$ cat config.mk
export PLATFORM = sky130hd
export DESIGN_NAME = allram_pager
export DESIGN_NICKNAME = d
export VERILOG_FILES = /design/src/rtl/allram_pkg.sv /design/src/rtl/allram_mode_reg.sv /design/src/rtl/allram_nmi_gate.sv /design/src/rtl/allram_pager.sv
export SDC_FILE = /design/constraint.sdc
export NUM_CORES = 1
export LEC_CHECK = 0
export BUFFER_PORTS_ARGS = -buffer_cell sky130_fd_sc_hd__buf_4
export CORE_AREA = 2 2 39 41
export CTS_CLUSTER_SIZE = 14
export DETAILED_ROUTE_END_ITERATION = 8
export DIE_AREA = 0 0 41 43
export PLACE_DENSITY = 0.66
export RECOVER_POWER = 25
export SETUP_SLACK_MARGIN = 0.05
export SLEW_MARGIN = 20
export SYNTH_ARGS = -nofsm -noshare
export SYNTH_HDL_FRONTEND = slang
export SYNTH_HIERARCHICAL = 1
export SYNTH_SLANG_ARGS = --single-unit
$ cat constraint.sdc
create_clock -name clk -period 2.8 [get_ports clk]
set_clock_uncertainty 0.15 [all_clocks]
set_input_delay 0 -clock clk [delete_from_list [all_inputs] [get_ports clk]]
set_output_delay 0 -clock clk [all_outputs]
set_load 0.01 [all_outputs]
$ cat src/rtl/allram_pkg.sv
package allram_pkg;

    localparam int ADDR_W = 16;
    localparam int DATA_W = 8;

    // standard layout bits used to detect the activation write
    localparam int STD_FORCE_BIT  = 7;
    localparam int STD_PROT_BIT   = 6;
    localparam int STD_BANKHI_BIT = 1;

    // full-RAM layout bits
    localparam int FR_EXIT_BIT = 7;
    localparam int FR_WE_BIT   = 6;
    localparam int FR_PAIR_BIT = 0;

    localparam int N_TRAPS = 6;
    localparam logic [ADDR_W-1:0] TRAP_ADDR [N_TRAPS] =
        '{16'h0000, 16'h0008, 16'h0038, 16'h0066, 16'h04C6, 16'h0562};
    localparam logic [7:0]        TRAP_PAGE = 8'h3D;
    localparam logic [ADDR_W-4:0] OFF_BASE  = 13'h03FF; // 1FF8h >> 3

    typedef struct packed {
        logic active;
        logic wr_en;
        logic pair;
    } mode_state_t;

    typedef enum logic [1:0] {
        FC_PLAIN = 2'd0,
        FC_TRAP  = 2'd1,
        FC_OFF   = 2'd2
    } fetch_class_t;

    function automatic fetch_class_t classify(input logic [ADDR_W-1:0] a);
        fetch_class_t c;
        c = FC_PLAIN;
        if (a[ADDR_W-1:3] == OFF_BASE) c = FC_OFF;
        if (a[ADDR_W-1:8] == TRAP_PAGE) c = FC_TRAP;
        for (int i = 0; i < N_TRAPS; i++)
            if (a == TRAP_ADDR[i]) c = FC_TRAP;
        return c;
    endfunction

    function automatic logic activates(input logic [DATA_W-1:0] d,
                                       input logic prot_set,
                                       input logic jumper_open);
        return jumper_open && !d[STD_FORCE_BIT] && d[STD_BANKHI_BIT]
               && (prot_set || d[STD_PROT_BIT]);
    endfunction

endpackage

$ cat src/rtl/allram_mode_reg.sv
module allram_mode_reg
    import allram_pkg::*;
#(
    parameter int DW = DATA_W
) (
    input  logic          clk,
    input  logic          rst,
    input  logic          wr_i,
    input  logic [DW-1:0] wdata_i,
    input  logic          mapram_i,
    input  logic          jumper_open_i,
    output mode_state_t   st_o
);

    mode_state_t st_q;
    logic        enter_req;

    assign enter_req = wr_i && activates(wdata_i[DATA_W-1:0], mapram_i, jumper_open_i);

    always_ff @(posedge clk) begin
        if (rst) begin
            st_q <= '0;
        end else if (!jumper_open_i) begin
            st_q.active <= 1'b0;
        end else if (wr_i) begin
            if (st_q.active) begin
                if (wdata_i[FR_EXIT_BIT]) begin
                    st_q.active <= 1'b0;
                end else begin
                    st_q.wr_en <= wdata_i[FR_WE_BIT];
                    st_q.pair  <= wdata_i[FR_PAIR_BIT];
                end
            end else if (enter_req) begin
                st_q.active <= 1'b1;
                st_q.wr_en  <= wdata_i[STD_PROT_BIT];
                st_q.pair   <= 1'b0;
            end
        end
    end

    assign st_o = st_q;

    AST_RESET_IDLE: assert property (@(posedge clk)
        rst |=> !st_q.active);

    AST_JUMPER_CLEARS: assert property (@(posedge clk) disable iff (rst)
        !jumper_open_i |=> !st_q.active);

    AST_EXIT_WRITE: assert property (@(posedge clk) disable iff (rst)
        st_q.active && wr_i && wdata_i[FR_EXIT_BIT] |=> !st_q.active);

    AST_ENTRY_WRITE: assert property (@(posedge clk) disable iff (rst)
        !st_q.active && wr_i && jumper_open_i && !wdata_i[STD_FORCE_BIT]
        && wdata_i[STD_BANKHI_BIT] && (mapram_i || wdata_i[STD_PROT_BIT])
        |=> st_q.active && !st_q.pair
            && (st_q.wr_en == $past(wdata_i[STD_PROT_BIT])));

    AST_FIELD_UPDATE: assert property (@(posedge clk) disable iff (rst)
        st_q.active && wr_i && jumper_open_i && !wdata_i[FR_EXIT_BIT]
        |=> st_q.active && (st_q.wr_en == $past(wdata_i[FR_WE_BIT]))
            && (st_q.pair == $past(wdata_i[FR_PAIR_BIT])));

    AST_IDLE_HOLD: assert property (@(posedge clk) disable iff (rst)
        !st_q.active && (!wr_i || wdata_i[STD_FORCE_BIT] || !wdata_i[STD_BANKHI_BIT])
        |=> !st_q.active);

    wire unused_hi = ^wdata_i;

endmodule

$ cat src/rtl/allram_nmi_gate.sv
module allram_nmi_gate
    import allram_pkg::*;
#(
    parameter int AW = ADDR_W
) (
    input  logic          clk,
    input  logic          rst,
    input  logic          en_i,
    input  logic          fetch_i,
    input  logic          rfsh_i,
    input  logic [AW-1:0] addr_i,
    output logic          nmi_ok_o
);

    logic         nmi_q;
    logic         armed_q;
    fetch_class_t fc;

    assign fc = classify(addr_i[ADDR_W-1:0]);

    always_ff @(posedge clk) begin
        if (rst || !en_i) begin
            nmi_q   <= 1'b1;
            armed_q <= 1'b0;
        end else if (fetch_i) begin
            unique case (fc)
                FC_TRAP: begin
                    nmi_q   <= 1'b0;
                    armed_q <= 1'b0;
                end
                FC_OFF:  armed_q <= 1'b1;
                default: armed_q <= 1'b0;
            endcase
        end else if (rfsh_i) begin
            if (armed_q) nmi_q <= 1'b1;
            armed_q <= 1'b0;
        end
    end

    assign nmi_ok_o = nmi_q;

    AST_TRAP_BLOCKS: assert property (@(posedge clk) disable iff (rst)
        en_i && fetch_i && (fc == FC_TRAP) |=> !nmi_q);

    AST_ARMED_REFRESH: assert property (@(posedge clk) disable iff (rst)
        en_i && !fetch_i && rfsh_i && armed_q |=> nmi_q);

    AST_OFF_FETCH_WAITS: assert property (@(posedge clk) disable iff (rst)
        en_i && fetch_i && (fc == FC_OFF) && !nmi_q |=> !nmi_q);

    AST_BARE_REFRESH: assert property (@(posedge clk) disable iff (rst)
        en_i && !fetch_i && rfsh_i && !armed_q |=> $stable(nmi_q));

    AST_IDLE_ENABLED: assert property (@(posedge clk) disable iff (rst)
        !en_i |=> nmi_q);

    wire unused_addr = ^addr_i;

endmodule

$ cat src/rtl/allram_pager.sv
module allram_pager
    import allram_pkg::*;
#(
    parameter int DW = DATA_W,
    parameter int AW = ADDR_W
) (
    input  logic          clk,
    input  logic          rst,
    input  logic          reg_wr_i,
    input  logic [DW-1:0] reg_wdata_i,
    input  logic          mapram_i,
    input  logic          jumper_open_i,
    input  logic          fetch_i,
    input  logic          rfsh_i,
    input  logic [AW-1:0] fetch_addr_i,
    output logic          allram_o,
    output logic          pair_sel_o,
    output logic          ram_we_o,
    output logic          nmi_en_o
);

    mode_state_t st;
    logic        gate_ok;

    allram_mode_reg #(.DW(DW)) u_mode (
        .clk           (clk),
        .rst           (rst),
        .wr_i          (reg_wr_i),
        .wdata_i       (reg_wdata_i),
        .mapram_i      (mapram_i),
        .jumper_open_i (jumper_open_i),
        .st_o          (st)
    );

    // closing the jumper takes effect without waiting for a clock edge
    assign allram_o   = st.active && jumper_open_i;
    assign pair_sel_o = allram_o && st.pair;
    assign ram_we_o   = allram_o && st.wr_en;

    allram_nmi_gate #(.AW(AW)) u_gate (
        .clk      (clk),
        .rst      (rst),
        .en_i     (allram_o),
        .fetch_i  (fetch_i),
        .rfsh_i   (rfsh_i),
        .addr_i   (fetch_addr_i),
        .nmi_ok_o (gate_ok)
    );

    assign nmi_en_o = !allram_o || gate_ok;

    AST_OUTPUTS_QUIET: assert property (@(posedge clk) disable iff (rst)
        !allram_o |-> !ram_we_o && !pair_sel_o && nmi_en_o);

endmodule

# Word-level counts from Yosys, hierarchy flattened
# Index checks and enable logic that the tools add are counted.
[totals]
word_cells = 55
in_bits = 31
ff_bits = 5
[classes]
bitwise_logic = 1
reduce_logical = 19
eq_ne = 11
mux = 19
[op_table]
columns = ["operator", "n"]
rows = [
  ["$eq 16x11->1 const B", 2],
  ["$mux 2", 9],
  ["$eq 16x4->1 const B", 1],
  ["$eq 16x6->1 const B", 1],
  ["$eq 16x7->1 const B", 1],
  ["$logic_not 16->1", 1],
  ["$eq 13x10->1 const B", 1],
  ["$eq 8x6->1 const B", 1],
  ["$mux 1", 8],
  ["$logic_and 1x1->1", 7],
  ["$mux 3", 2],
  ["$reduce_bool 2->1", 3],
  ["$reduce_and 4->1", 1],
  ["$logic_or 1x1->1", 3],
  ["$reduce_and 3->1", 1],
  ["$eq 2x1->1 const B", 1],
  ["$eq 2x2->1 const B", 1],
  ["$logic_not 1->1", 2],
  ["$ne 2x1->1 const B", 1],
  ["$ne 2x2->1 const B", 1],
  ["$reduce_or 2->1", 1],
  ["$not 1->1", 1],
]

# Logic depth before layout (Yosys ltp)
# Gate-level depths: netlist (run 1).
[depth]
depth_word = 12
depth_mapped = 4
ltp_nobuf = 4

# Hierarchy
# The synthesis (run 1) kept the hierarchy.
[modules_own_cells]
columns = ["mod", "seq_area_each_um2", "area_each_um2", "instances", "cells_per_inst"]
rows = [
  ["allram_nmi_gate", 40.0, 221.5, 1, 29],
  ["allram_mode_reg", 60.1, 152.6, 1, 18],
  ["allram_pager", 0.0, 27.5, 1, 4],
]

# Least setup slack after synthesis (run 1)
# OpenSTA, ideal clock, no wires.
[synth_timing]
kind = "reg2reg"
start = "reg u_mode.st_q (netlist bit u_mode/st_o[2])"
end = "reg u_gate.nmi_q, in the netlist u_gate/nmi_ok_o"
stages_incl_launch_ff = 5
path_buffers = 0
synth_period_minus_slack_ps = 1289
path_slack_ps = 1511
arrival_ps = 1023
path_cell_list = "dfxtp_1 -> and2_2 -> nor2b_1 -> o221ai_1 -> a31o_1"
[synth_via]
elab_chain_cells = 3
[synth_lines]
columns = ["element", "line_no", "text"]
rows = [
  ["from (decl)", "allram_mode_reg.sv:15", "mode_state_t st_q;"],
  ["$logic_and 1x1->1", "allram_pager.sv:36", "assign allram_o = st.active && jumper_open_i;"],
  ["via allram_o", "allram_pager.sv:16", "output logic allram_o,"],
  ["$logic_not 1->1", "allram_nmi_gate.sv:22", "if (rst || !en_i) begin"],
  ["$logic_or 1x1->1", "allram_nmi_gate.sv:22", ""],
  ["to (signal assigned)", "allram_nmi_gate.sv:23", "nmi_q <= 1'b1;"],
  ["to (signal assigned)", "allram_nmi_gate.sv:28", "nmi_q <= 1'b0;"],
  ["to (signal assigned)", "allram_nmi_gate.sv:35", "if (armed_q) nmi_q <= 1'b1;"],
  ["to (decl)", "allram_nmi_gate.sv:15", "logic nmi_q;"],
]
# The timed path passes the listed nets, and every way through them passes these cells.
# A chain may end at the register's enable or synchronous reset.

# Worst setup path in the final report (run 1)
[layout_timing]
start = "in fetch_addr_i[5]"
end = "reg u_gate.nmi_q, in the netlist u_gate/nmi_ok_o"
[layout_via]
elab_chain_cells = 12
elab_cells_between_ends = 18
cone_classes = "eq/ne (8); mux (8); reduce/logical (2)"
[layout_lines]
columns = ["element", "line_no", "text"]
rows = [
  ["from (decl)", "allram_pager.sv:15", "input logic [AW-1:0] fetch_addr_i,"],
  ["$eq 13x10->1", "allram_pkg.sv:37", "if (a[ADDR_W-1:3] == OFF_BASE) c = FC_OFF;"],
  ["$mux 2", "allram_pkg.sv:37", ""],
  ["$mux 2", "allram_pkg.sv:38", "if (a[ADDR_W-1:8] == TRAP_PAGE) c = FC_TRAP;"],
  ["$mux 2 (5 in series)", "allram_pkg.sv:40", "if (a == TRAP_ADDR[i]) c = FC_TRAP;"],
  ["$mux 2 (*)", "allram_pkg.sv:40", ""],
  ["$eq 2x1->1 (*)", "allram_nmi_gate.sv:26", "unique case (fc)"],
  ["$ne 2x1->1 (no line) (*)", "--", ""],
  ["$reduce_and 3->1 (no line) (*)", "--", ""],
]
# Mark *: on every way between the ends. The rest lies on a longest branch, timed or not.

==> summary.md, run 1 <==
| Metric | Value |
|---|---|
| Outcome | finished, final reports clean |
| First-pass GRT wire length | between 2000 and 2500 microns |
| Sequential element share of the synthesized area | 24.9% |
| Layout area overhead | 93.1% |
| Flops & latches, synth | 5 |
| # DRC | 0 |
| Synth Area in Adders | 0% |
| CP Cell Sequence | buf_4, or4bb_2, nand2_1, nand3_1, dlygate4sd3_1, a31o_1, dlygate4sd3_1 |
| All-Layer GR Usage | 17.8% |
| Pwr dens | 278 nW/um^2 |
| RSZ-0062 raised after global routing | no |
| Final hold violations | 0 |
| Setup Viol. Count Final | 0 |
| Avg Cell Area, Syn | a little under 8 sq um |
| Static leakage | 0.326 nW |
| Synth unique cells | 28 |
| WL per Instance | 12.7 microns |
| Clock Pin Slew Worst Setup and Hold Paths | 0.04 ns |
| Routability Congestion | 0.690 |
| H-tree levels | 1 |
| DR iter-0 viols | 7 |
| Largest family of logic cells by synthesized area | simple AND/OR/NAND/NOR gates |
| Reg2reg setup slack | 0.84 ns |
| CTS buffer count | 3 |
| Hold WC Path Type | in2reg |
| Via count | 593 |
| Mux share of post-synthesis cell area | 0% |
| Initial core utilization | slightly below 30% |
| Most frequent cells in the layout | 28 x buf_4, 11 x dlygate4sd3_1, 5 x dfxtp_1, 4 x nand3_1, 4 x a21oi_1 |
| CP Class | in2reg |
| Root Buffer | clkbuf_4 |
| Cell Area, Synth | about 400 sq um |
| Dpl hpwl | 1100 microns |
| Core Box Area | 1380 sq um |
| CTS tree | yes |
| Min cycle time layout | roughly 2.2 ns |
| XOR/XNOR Fraction of Synth Area | 0% |
| Crit path required time | 2.77 ns |
| DIE WIDTH | 41 microns |
| TNS Setup | 0 ns |
| Crit-path max cell delay | 0.62 ns |
| DIE HEIGHT | 43 microns |
| Tcrit/Tclk final | 78.9% |
| VDD IR max | 0.160 mV |
| Crit path launch type | input pin |
| Io pins | 35 |
| WL final | ~1400 microns |
| Placed cells | 97 |
| Total congestion overflow | 0 |
| Clock tree buffer depth | 2 |
| Die ar. | 1760 sq um |
| Post-Syn Nets | between 80 and 90 |
| DR pass1 iterations | 3 |
| CP arrival | 2.18 ns |
| Antenna violations before repair | 0 |
| CP Capture Type | flip-flop |
| Max-slew headroom | 75.5% |
| CP most frequent cell | dlygate4sd3_1 |
| Simple-Gate Fraction of Synth Area | between 40 and 50% |
| Setup Fix Bufs, Post-CTS | 0 |
| Vias in the first global route | ~590 |
| Worst Path Max Fanout | 6 |
| Resized cells post-CTS | 0 |
| Largest net degree at the start of global routing | 10 |
| Fill cells | 137 |
| CP max stage cell | or4bb_2 |
| Max_cap viols | 0 |
| Post-Layout Cell Count | 112 |
| Via density per instance | 5.29 |
| PortBufs | 30 |
| Slew Limit Fails | 0 |
| Final ANT Viol Nets | 0 |
| # diodes | 0 |
| Worst-Margin Slew | 0.359 ns |
| Fmax | 0.453 GHz |
| Syn Inst Count | 51 |
| Most common cell after layout, fill and taps aside | buf_4 |
| Clk sink count | 5 |
| Share of layout cells above drive strength 1 | 36.5% |
| Synth warn | 6 |
| Post-synthesis compound-gate area fraction | 24.6% |
| Clk_lat worst skew | 0.24 ns |
| Nets@finish | approximately 130 |
| Row Count | 14 |
routing by layer:
metal | part of all wire (%) | global-route usage [%]
met1 | 40 | 16.1
met2 | 50 | 33.8
met3 | 10 | 3.66
met4 | 0 | 8.00
met5 | 0 | 0
stage by stage:
step | worst slack (ns) | utilization [%] | total power, W | hold WS (ns) | instance area [sq um]
floorplan | 1.51 | - | 0.0000862 | -0.0806 | 402
global placement | 1.39 | 46.7 | 0.000125 | 0.0472 | 647
detailed placement | 1.40 | 46.7 | 0.000126 | 0.0573 | 647
CTS | 0.629 | 56.6 | 0.000221 | 0.0404 | 783
global route | 0.522 | 56.1 | 0.000230 | 0.0784 | 776
finish | 0.592 | 56.1 | 0.000216 | 0.0504 | 776
state kept, by name, indices dropped and copies added (netlist names):
register,cells
u_mode/st_o,3
u_gate/armed_q,1
u_gate/nmi_ok_o,1
power by group:
group          internal (W)  switching, W   total, W
combinational     0.0000378     0.0000215  0.0000592
clock             0.0000538     0.0000291  0.0000829
sequential        0.0000727    0.00000123  0.0000739
repair_timing:
action,in CTS,in global routing
hold buffers,11,0
endpoints found under the hold margin,5,0
endpoints found under the setup margin,0,0
worst max-delay path, delay by kind of cell:
kind / cells / cell delay [ns]
buf+inv: 3 / 1.24
simple gates: 3 / 0.77
compound gates: 1 / 0.17
cell usage after synthesis, drive strengths merged:
| cell type | count | share of area, % |
|---|---|---|
| or4b | 1 | 2.5 |
| nor3 | 1 | 1.2 |
| a31o | 1 | 2.2 |
| nor4 | 3 | 4.7 |
| and2 | 1 | 1.9 |
| nand4bb | 1 | 2.8 |
| nor2b | 2 | 3.1 |
| nand3 | 4 | 5.0 |
| o221ai | 1 | 2.2 |
| o211ai | 1 | 1.9 |
| dfxtp | 5 | 25 |
| and3 | 2 | 3.1 |
| a31oi | 3 | 4.7 |
| nand4 | 3 | 4.7 |
| and3b | 1 | 2.2 |
| or3b | 1 | 2.2 |
| nand3b | 2 | 3.7 |
| nor2 | 2 | 1.9 |
| or4bb | 2 | 5.9 |
| o21a | 1 | 1.9 |
| a2111oi | 1 | 2.2 |
| o21ai | 3 | 4.7 |
| or3 | 1 | 1.9 |
| inv | 1 | 0.93 |
| a21oi | 4 | 5.0 |
| nand2 | 3 | 2.8 |
area by class of cell:
class / count / area [sq um] / area share, %
inverter: 1 / 3.75 / 0.484
tap: 16 / 20.0 / 2.58
clock buffer: 4 / 26.3 / 3.39
timing repair buffer: 41 / 328 / 42.3
multi-input combinational: 45 / 298 / 38.4
sequential: 5 / 100 / 12.9
kinds of logic after synthesis:
| group | after synthesis |
|---|---|
| compound gates | 15 |
| buf+inv | 1 |
| flops | 5 |
| simple gates | 30 |
worst paths after layout:
check,start,to,cells past startpoint
hold / removal,fetch_addr_i[13],u_gate/armed_q$_SDFFE_PP0P_,5
setup / recovery,fetch_addr_i[5],u_gate/nmi_ok_o$_SDFFE_PP1P_,7
setup reg to reg,u_mode/st_o[2]$_SDFFE_PP0P_,u_gate/nmi_ok_o$_SDFFE_PP1P_,5
hold reg to reg,u_gate/armed_q$_SDFFE_PP0P_,u_gate/armed_q$_SDFFE_PP0P_,2
Power figures use the tool's default switching activity.
==> run 2, diff against run 1 <==
--- a/config.mk
+++ b/config.mk
@@ -10,7 +10,7 @@
 export CTS_CLUSTER_SIZE = 14
 export DETAILED_ROUTE_END_ITERATION = 8
 export DIE_AREA = 0 0 41 43
-export PLACE_DENSITY = 0.66
+export PLACE_DENSITY = 0.69
 export RECOVER_POWER = 25
 export SETUP_SLACK_MARGIN = 0.05
 export SLEW_MARGIN = 20
==> constraint.sdc (replaced) <==
create_clock -name clk -period 1.92 [get_ports clk]
set_clock_uncertainty 0.15 [all_clocks]
set_input_delay 0 -clock clk [delete_from_list [all_inputs] [get_ports clk]]
set_output_delay 0 -clock clk [all_outputs]
set_load 0.01 [all_outputs]
==> summary.md, run 2 (synthesis results as in run 1) <==
| Metric | Value |
|---|---|
| Max_cap viols | 0 (unchanged) |
| Setup Viol. Count Final | 0 (unchanged) |
| Via density per instance | 5.56 (+5.0%) |
| CP most frequent cell | dlygate4sd3_1 |
| Most frequent cells in the layout | 28 x buf_4, 12 x dlygate4sd3_1, 5 x dfxtp_1, 4 x nand3_1, 4 x a21oi_1 |
| M1 GR Usage | 15.5% (-0.54 points) |
| Static leakage | 0.332 nW (+1.6%) |
| Max-slew headroom | 77.8% (+2.3 points) |
| CP arrival | 1.80 ns (-0.38 ns) |
| CP Class | in2reg |
| Nets@finish | 129 (+0.78%) |
| WL final | 1480 microns (+4.2%) |
| Row Count | 14 (unchanged) |
| Vias in the first global route | 608 (+2.9%) |
| Hold WC Path Type | in2reg |
| CP Capture Type | flip-flop |
| Levels on crit path | 6 (-1) |
| Hold path cells | 4 (-1) |
| PortBufs | 30 (unchanged) |
| Largest net degree at the start of global routing | 10 (unchanged) |
| Delay-heaviest family, CP | buffers and inverters |
| All-Layer GR Usage | 18.3% (+0.54 points) |
| Antenna violations before repair | 0 (unchanged) |
| Most common cell after layout, fill and taps aside | buf_4 |
| Final Util | 57.1% (+1.1 points) |
| Clock tree buffer depth | 2 (unchanged) |
| First-pass GRT wire length | 2180 microns (+1.6%) |
| Fmax | 0.549 GHz |
| Clk sink count | 5 (unchanged) |
| DIE WIDTH | 41 microns (unchanged) |
| Slew Limit Fails | 0 (unchanged) |
| DIE HEIGHT | 43 microns (unchanged) |
| RSZ-0062 raised after global routing | no |
| Final hold slack | 0.0211 ns (-0.0293 ns) |
| Worst Path Max Fanout | 3 (-3) |
| DR iter-0 viols | 7 (unchanged) |
| Crit path launch type | input pin |
| Largest register FFs | 3 (unchanged) |
| Worst Reg-to-Reg Cells | 3 (-2) |
| H-tree levels | 1 (unchanged) |
| Worst r2r dst | u_mode/st_o[0]$_SDFFE_PP0P_ |
| GR Util met3 | 5.76% (+2.1 points) |
| Clock Pin Slew Worst Setup and Hold Paths | 0.04 ns (about the same) |
| Worst-Margin Slew | 0.325 ns (-0.0341 ns) |
| Root Buffer | clkbuf_4 |
| Final hold violations | 0 (unchanged) |
| # DRC | 0 (unchanged) |
| Initial core utilization | 29.0% (unchanged) |
| Layout area overhead | 96.9% |
| TNS Setup | 0 ns (unchanged) |
| CP Cell Sequence | dlygate4sd3_1, buf_4, nor3_2, nand4_1, dlygate4sd3_1, a31o_1 |
| Final ANT Viol Nets | 0 (unchanged) |
| CTS tree | yes |
| DR pass1 iterations | 4 (+1) |
| Reg2reg setup slack | 0.26 ns (-0.58 ns) |
| Pwr dens | 401 nW/um^2 (+44%) |
| Routability Congestion | 0.698 (+1.1%) |
| WL per Instance | 13.1 microns (+3.3%) |
| Fill cells | 137 (unchanged) |
| R2R Path Start | u_mode/st_o[2]$_SDFFE_PP0P_ |
| Core Box Area | 1380 sq um (unchanged) |
| Gr busiest metal | met2 |
| Met2 Use GR | 32.5% (-1.3 points) |
| Hold_sp | fetch_addr_i[11] |
| Die ar. | 1760 sq um (unchanged) |
| Total congestion overflow | 0 (unchanged) |
| VDD IR max | 0.231 mV (+44%) |
| CP max stage cell | dlygate4sd3_1 |
| Buf/Inv on CP | 3 (unchanged) |
| Clk_lat worst skew | 0.24 ns (about the same) |
| # diodes | 0 (unchanged) |
| Dpl hpwl | 1050 microns (-4.2%) |
| Crit-path max cell delay | 0.60 ns (-0.02 ns) |
| Hold Path Sink | u_gate/nmi_ok_o$_SDFFE_PP1P_ |
| Outcome | finished, final reports clean |
| Tcrit/Tclk final | ~95% |
| CTS buffer count | 3 (unchanged) |
| Min cycle time layout | 1.82 ns |
| Crit path required time | 1.90 ns (-0.87 ns) |
| Io pins | 35 (unchanged) |
| Share of layout cells above drive strength 1 | 37.1% (+0.66 points) |
| Via count | 628 (+5.9%) |
[run 2: timing repair]
action / CTS / global route
buffers inserted: 0 / 0
endpoints found under the hold margin: 5 / 0
gates resized for setup: 0 / 1
hold buffers: 12 / 0
endpoints found under the setup margin: 0 / 1
[run 2: layer usage]
layer,up-vias,part of all wire [%]
li1,302,-
met1,286,36
met2,34,51
met3,6,10
met4,0,2.6
met5,-,0
[run 2: worst reg2reg max path, stage by stage (launching register included)]
cell	delay, ns
dfxtp_1	0.37
or3b_1	0.40
a31oi_1	0.13
dlygate4sd3_1	0.55
[run 2: worst max-delay path by stage]
stage	from	slack [ns]	endpoint
2_1_floorplan	u_mode/st_o[2]$_SDFFE_PP0P_	0.63	u_gate/nmi_ok_o$_SDFFE_PP1P_
3_3_place_gp	fetch_addr_i[14]	0.48	u_gate/nmi_ok_o$_SDFFE_PP1P_
3_5_place_dp	fetch_addr_i[14]	0.48	u_gate/nmi_ok_o$_SDFFE_PP1P_
4_1_cts	fetch_addr_i[10]	0.16	u_gate/nmi_ok_o$_SDFFE_PP1P_
5_1_grt	fetch_addr_i[10]	0.06	u_gate/nmi_ok_o$_SDFFE_PP1P_
6_report	fetch_addr_i[10]	0.1	u_gate/nmi_ok_o$_SDFFE_PP1P_
[run 2: where the power goes]
part | leakage (nW) | switching (W) | internal, W
clock | 0.0150 | 0.0000421 | 0.0000785
combinational | 0.276 | 0.0000319 | 0.0000564
sequential | 0.0404 | 0.00000189 | 0.000106
[run 2: final cells by class]
type	instances	area (sq um)	area share [%]
Timing Repair Buffer	42	338	42.7
Clock buffer	4	26.3	3.32
Sequential cell	5	100	12.7
Multi-Input combinational cell	45	303	38.3
Tap cell	16	20.0	2.53
Inverter	1	3.75	0.475
[run 2: metrics by stage]
stage	cell area, sq um	total power (W)	cells	setup WS (ns)
after floorplan	402	0.000126	51	0.631
after global placement	647	0.000182	97	0.484
after detailed placement	647	0.000183	97	0.479
after CTS	793	0.000320	113	0.156
after global routing	791	0.000337	113	0.0553
final	791	0.000317	113	0.0996
==> run 3, diff against run 2 <==
--- a/config.mk
+++ b/config.mk
@@ -6,11 +6,14 @@
 export NUM_CORES = 1
 export LEC_CHECK = 0
 export BUFFER_PORTS_ARGS = -buffer_cell sky130_fd_sc_hd__buf_4
-export CORE_AREA = 2 2 39 41
+export CELL_PAD_IN_SITES_DETAIL_PLACEMENT = 1
+export CELL_PAD_IN_SITES_GLOBAL_PLACEMENT = 1
+export CORE_ASPECT_RATIO = 0.8
+export CORE_MARGIN = 10
+export CORE_UTILIZATION = 20
 export CTS_CLUSTER_SIZE = 14
 export DETAILED_ROUTE_END_ITERATION = 8
-export DIE_AREA = 0 0 41 43
-export PLACE_DENSITY = 0.69
+export PLACE_DENSITY_LB_ADDON = 0.1
 export RECOVER_POWER = 25
 export SETUP_SLACK_MARGIN = 0.05
 export SLEW_MARGIN = 20
==> summary.md, run 3 (synthesis results as in run 1) <==
| Metric | Value |
|---|---|
| Clk sink count | 5 (unchanged) |
| Delay-heaviest family, CP | buffers and inverters |
| Root Buffer | clkbuf_4 |
| Antenna violations before repair | 0 (unchanged) |
| Placed cells | 106 (+9.3%) |
| DIE HEIGHT | 60.1 microns (+40%) |
| Slew Limit Fails | 0 (unchanged) |
| Clock Pin Slew Worst Setup and Hold Paths | 0.05 ns (about the same) |
| Largest net degree at the start of global routing | 9 (-1) |
| Most frequent cells in the layout | 30 x buf_4, 11 x dlygate4sd3_1, 5 x dfxtp_1, 4 x nand3_1, 4 x a21oi_1 |
| Final hold slack | 0.0104 ns (-0.0106 ns) |
| Nets@finish | 129 (unchanged) |
| Routability Congestion | 0.746 (+7.0%) |
| Fmax | 0.587 GHz (+6.9%) |
| Tcrit/Tclk final | 88.7% (-6.1 points) |
| # DRC | 0 (unchanged) |
| Total congestion overflow | 0 (unchanged) |
| Post-Layout Cell Count | 121 (+7.1%) |
| Vias in the first global route | 625 (+2.8%) |
| PortBufs | 30 (unchanged) |
| Worst-Margin Slew | 0.326 ns (+0.00185 ns) |
| Most common cell after layout, fill and taps aside | buf_4 |
| Share of layout cells above drive strength 1 | 39.2% (+2.1 points) |
| CTS tree | yes |
| CP Class | in2reg |
| CP max stage cell | dlygate4sd3_1 |
| WL final | 1820 microns (+23%) |
| VDD IR max | 0.282 mV (+22%) |
| DR pass1 iterations | 4 (unchanged) |
| CP arrival | 1.69 ns (-0.11 ns) |
| Outcome | finished, final reports clean |
| CP Capture Type | flip-flop |
| Via count | 584 (-7.0%) |
| DIE WIDTH | 70.1 microns (+71%) |
| Final ANT Viol Nets | 0 (unchanged) |
| Max_cap viols | 0 (unchanged) |
| First-pass GRT wire length | 2840 microns (+30%) |
| Via density per instance | 4.83 (-13%) |
| DR iter-0 viols | 16 (+9) |
| Final Util | 42.4% (-15 points) |
| Buf/Inv on CP | 3 (unchanged) |
| Crit path required time | 1.90 ns (about the same) |
| DP Worst Slack | 0.509 ns (+0.0306 ns) |
| Crit path launch type | input pin |
| Initial core utilization | 21.2% (-7.8 points) |
| Row Count | 14 (unchanged) |
| Clock tree buffer depth | 2 (unchanged) |
| # diodes | 0 (unchanged) |
| Setup Fix Bufs, Post-CTS | 0 (unchanged) |
| Clk_lat worst skew | 0.25 ns (about the same) |
| Largest register FFs | 3 (unchanged) |
| Setup Viol. Count Final | 0 (unchanged) |
| Crit-path max cell delay | 0.56 ns (-0.04 ns) |
| RSZ-0062 raised after global routing | no |
| Pwr dens | 405 nW/um^2 (+1.0%) |
| CP Cell Sequence | dlygate4sd3_1, buf_4, nor3_2, nand4_1, dlygate4sd3_1, a31o_1 |
| Static leakage | 0.333 nW (+0.43%) |
| Worst Path Max Fanout | 3 (unchanged) |
| Final hold violations | 0 (unchanged) |
| Core Box Area | 1890 sq um (+37%) |
| CP most frequent cell | dlygate4sd3_1 |
| All-Layer GR Usage | 8.39% (-9.9 points) |
| Die ar. | 4210 sq um (+140%) |
| TNS Setup | 0 ns (unchanged) |
| Min cycle time layout | 1.70 ns (-0.117 ns) |
| Dpl hpwl | 1520 microns (+44%) |
| Layout area overhead | 99.7% |
| Final worst slack | 0.217 ns (+0.117 ns) |
| CTS buffer count | 3 (unchanged) |
| Hold WC Path Type | in2reg |
| H-tree levels | 1 (unchanged) |
| Max-slew headroom | 77.7% (-0.13 points) |
| WL per Instance | 15.0 microns (+15%) |
| Io pins | 35 (unchanged) |
run 3: changes by cell type in the layout (fill, tap and decap cells not counted), sizes merged:
cell | before | now
buf | 28 | 30
clkbuf | 6 | 5
dlygate4sd3 | 12 | 11
run 3: repair_timing:
item | 4_1_cts | 5_1_grt
endpoints found under the hold margin | 5 | 0
gates resized for setup | 0 | 1
endpoints found under the setup margin | 0 | 1
hold buffers | 11 | 0
run 3: metal layers:
layer / vias to the layer above / routed length, microns / track usage (%)
li1: 300 / - / -
met5: - / 0 / 0
met4: 0 / 0 / 3.37
met3: 0 / 54 / 3.15
met2: 15 / 910 / 13.9
met1: 269 / 856 / 9.59
run 3: worst register-to-register path: stages (launching register included):
cell	delay, ns
dfxtp_1	0.33
buf_4	0.16
a21oi_1	0.05
a2111oi_0	0.27
dlygate4sd3_1	0.60
run 3: through the flow:
| stage | cell area (sq um) | total power (W) |
|---|---|---|
| 2_1_floorplan | 402 | 0.000126 |
| 3_3_place_gp | 664 | 0.000184 |
| 3_5_place_dp | 664 | 0.000186 |
| 4_1_cts | 801 | 0.000330 |
| 5_1_grt | 802 | 0.000345 |
| 6_report | 802 | 0.000324 |
run 3: layout make-up:
class	count	area, sq um
multi-input combinational	45	303
tap	24	30.0
clock buffer	4	26.3
sequential	5	100
inverter	1	3.75
fill	235	1090
timing repair buffer	42	339
run 3: final timing paths:
check	slack (ns)	from	endpoint	cells past startpoint
setup / recovery	0.22	fetch_addr_i[10]	u_gate/nmi_ok_o$_SDFFE_PP1P_	6
hold / removal	0.01	reg_wr_i	u_mode/st_o[0]$_SDFFE_PP0P_	4
setup reg to reg	0.31	u_mode/st_o[2]$_SDFFE_PP0P_	u_mode/st_o[2]$_SDFFE_PP0P_	4
hold reg to reg	0.36	u_mode/st_o[0]$_SDFFE_PP0P_	u_mode/st_o[0]$_SDFFE_PP0P_	2
run 3: power breakdown:
part	switching, W	internal, W	leakage [nW]
registers	0.00000111	0.000106	0.0404
clock network	0.0000476	0.0000789	0.0150
logic	0.0000341	0.0000569	0.278
total	0.0000828	0.000242	0.333
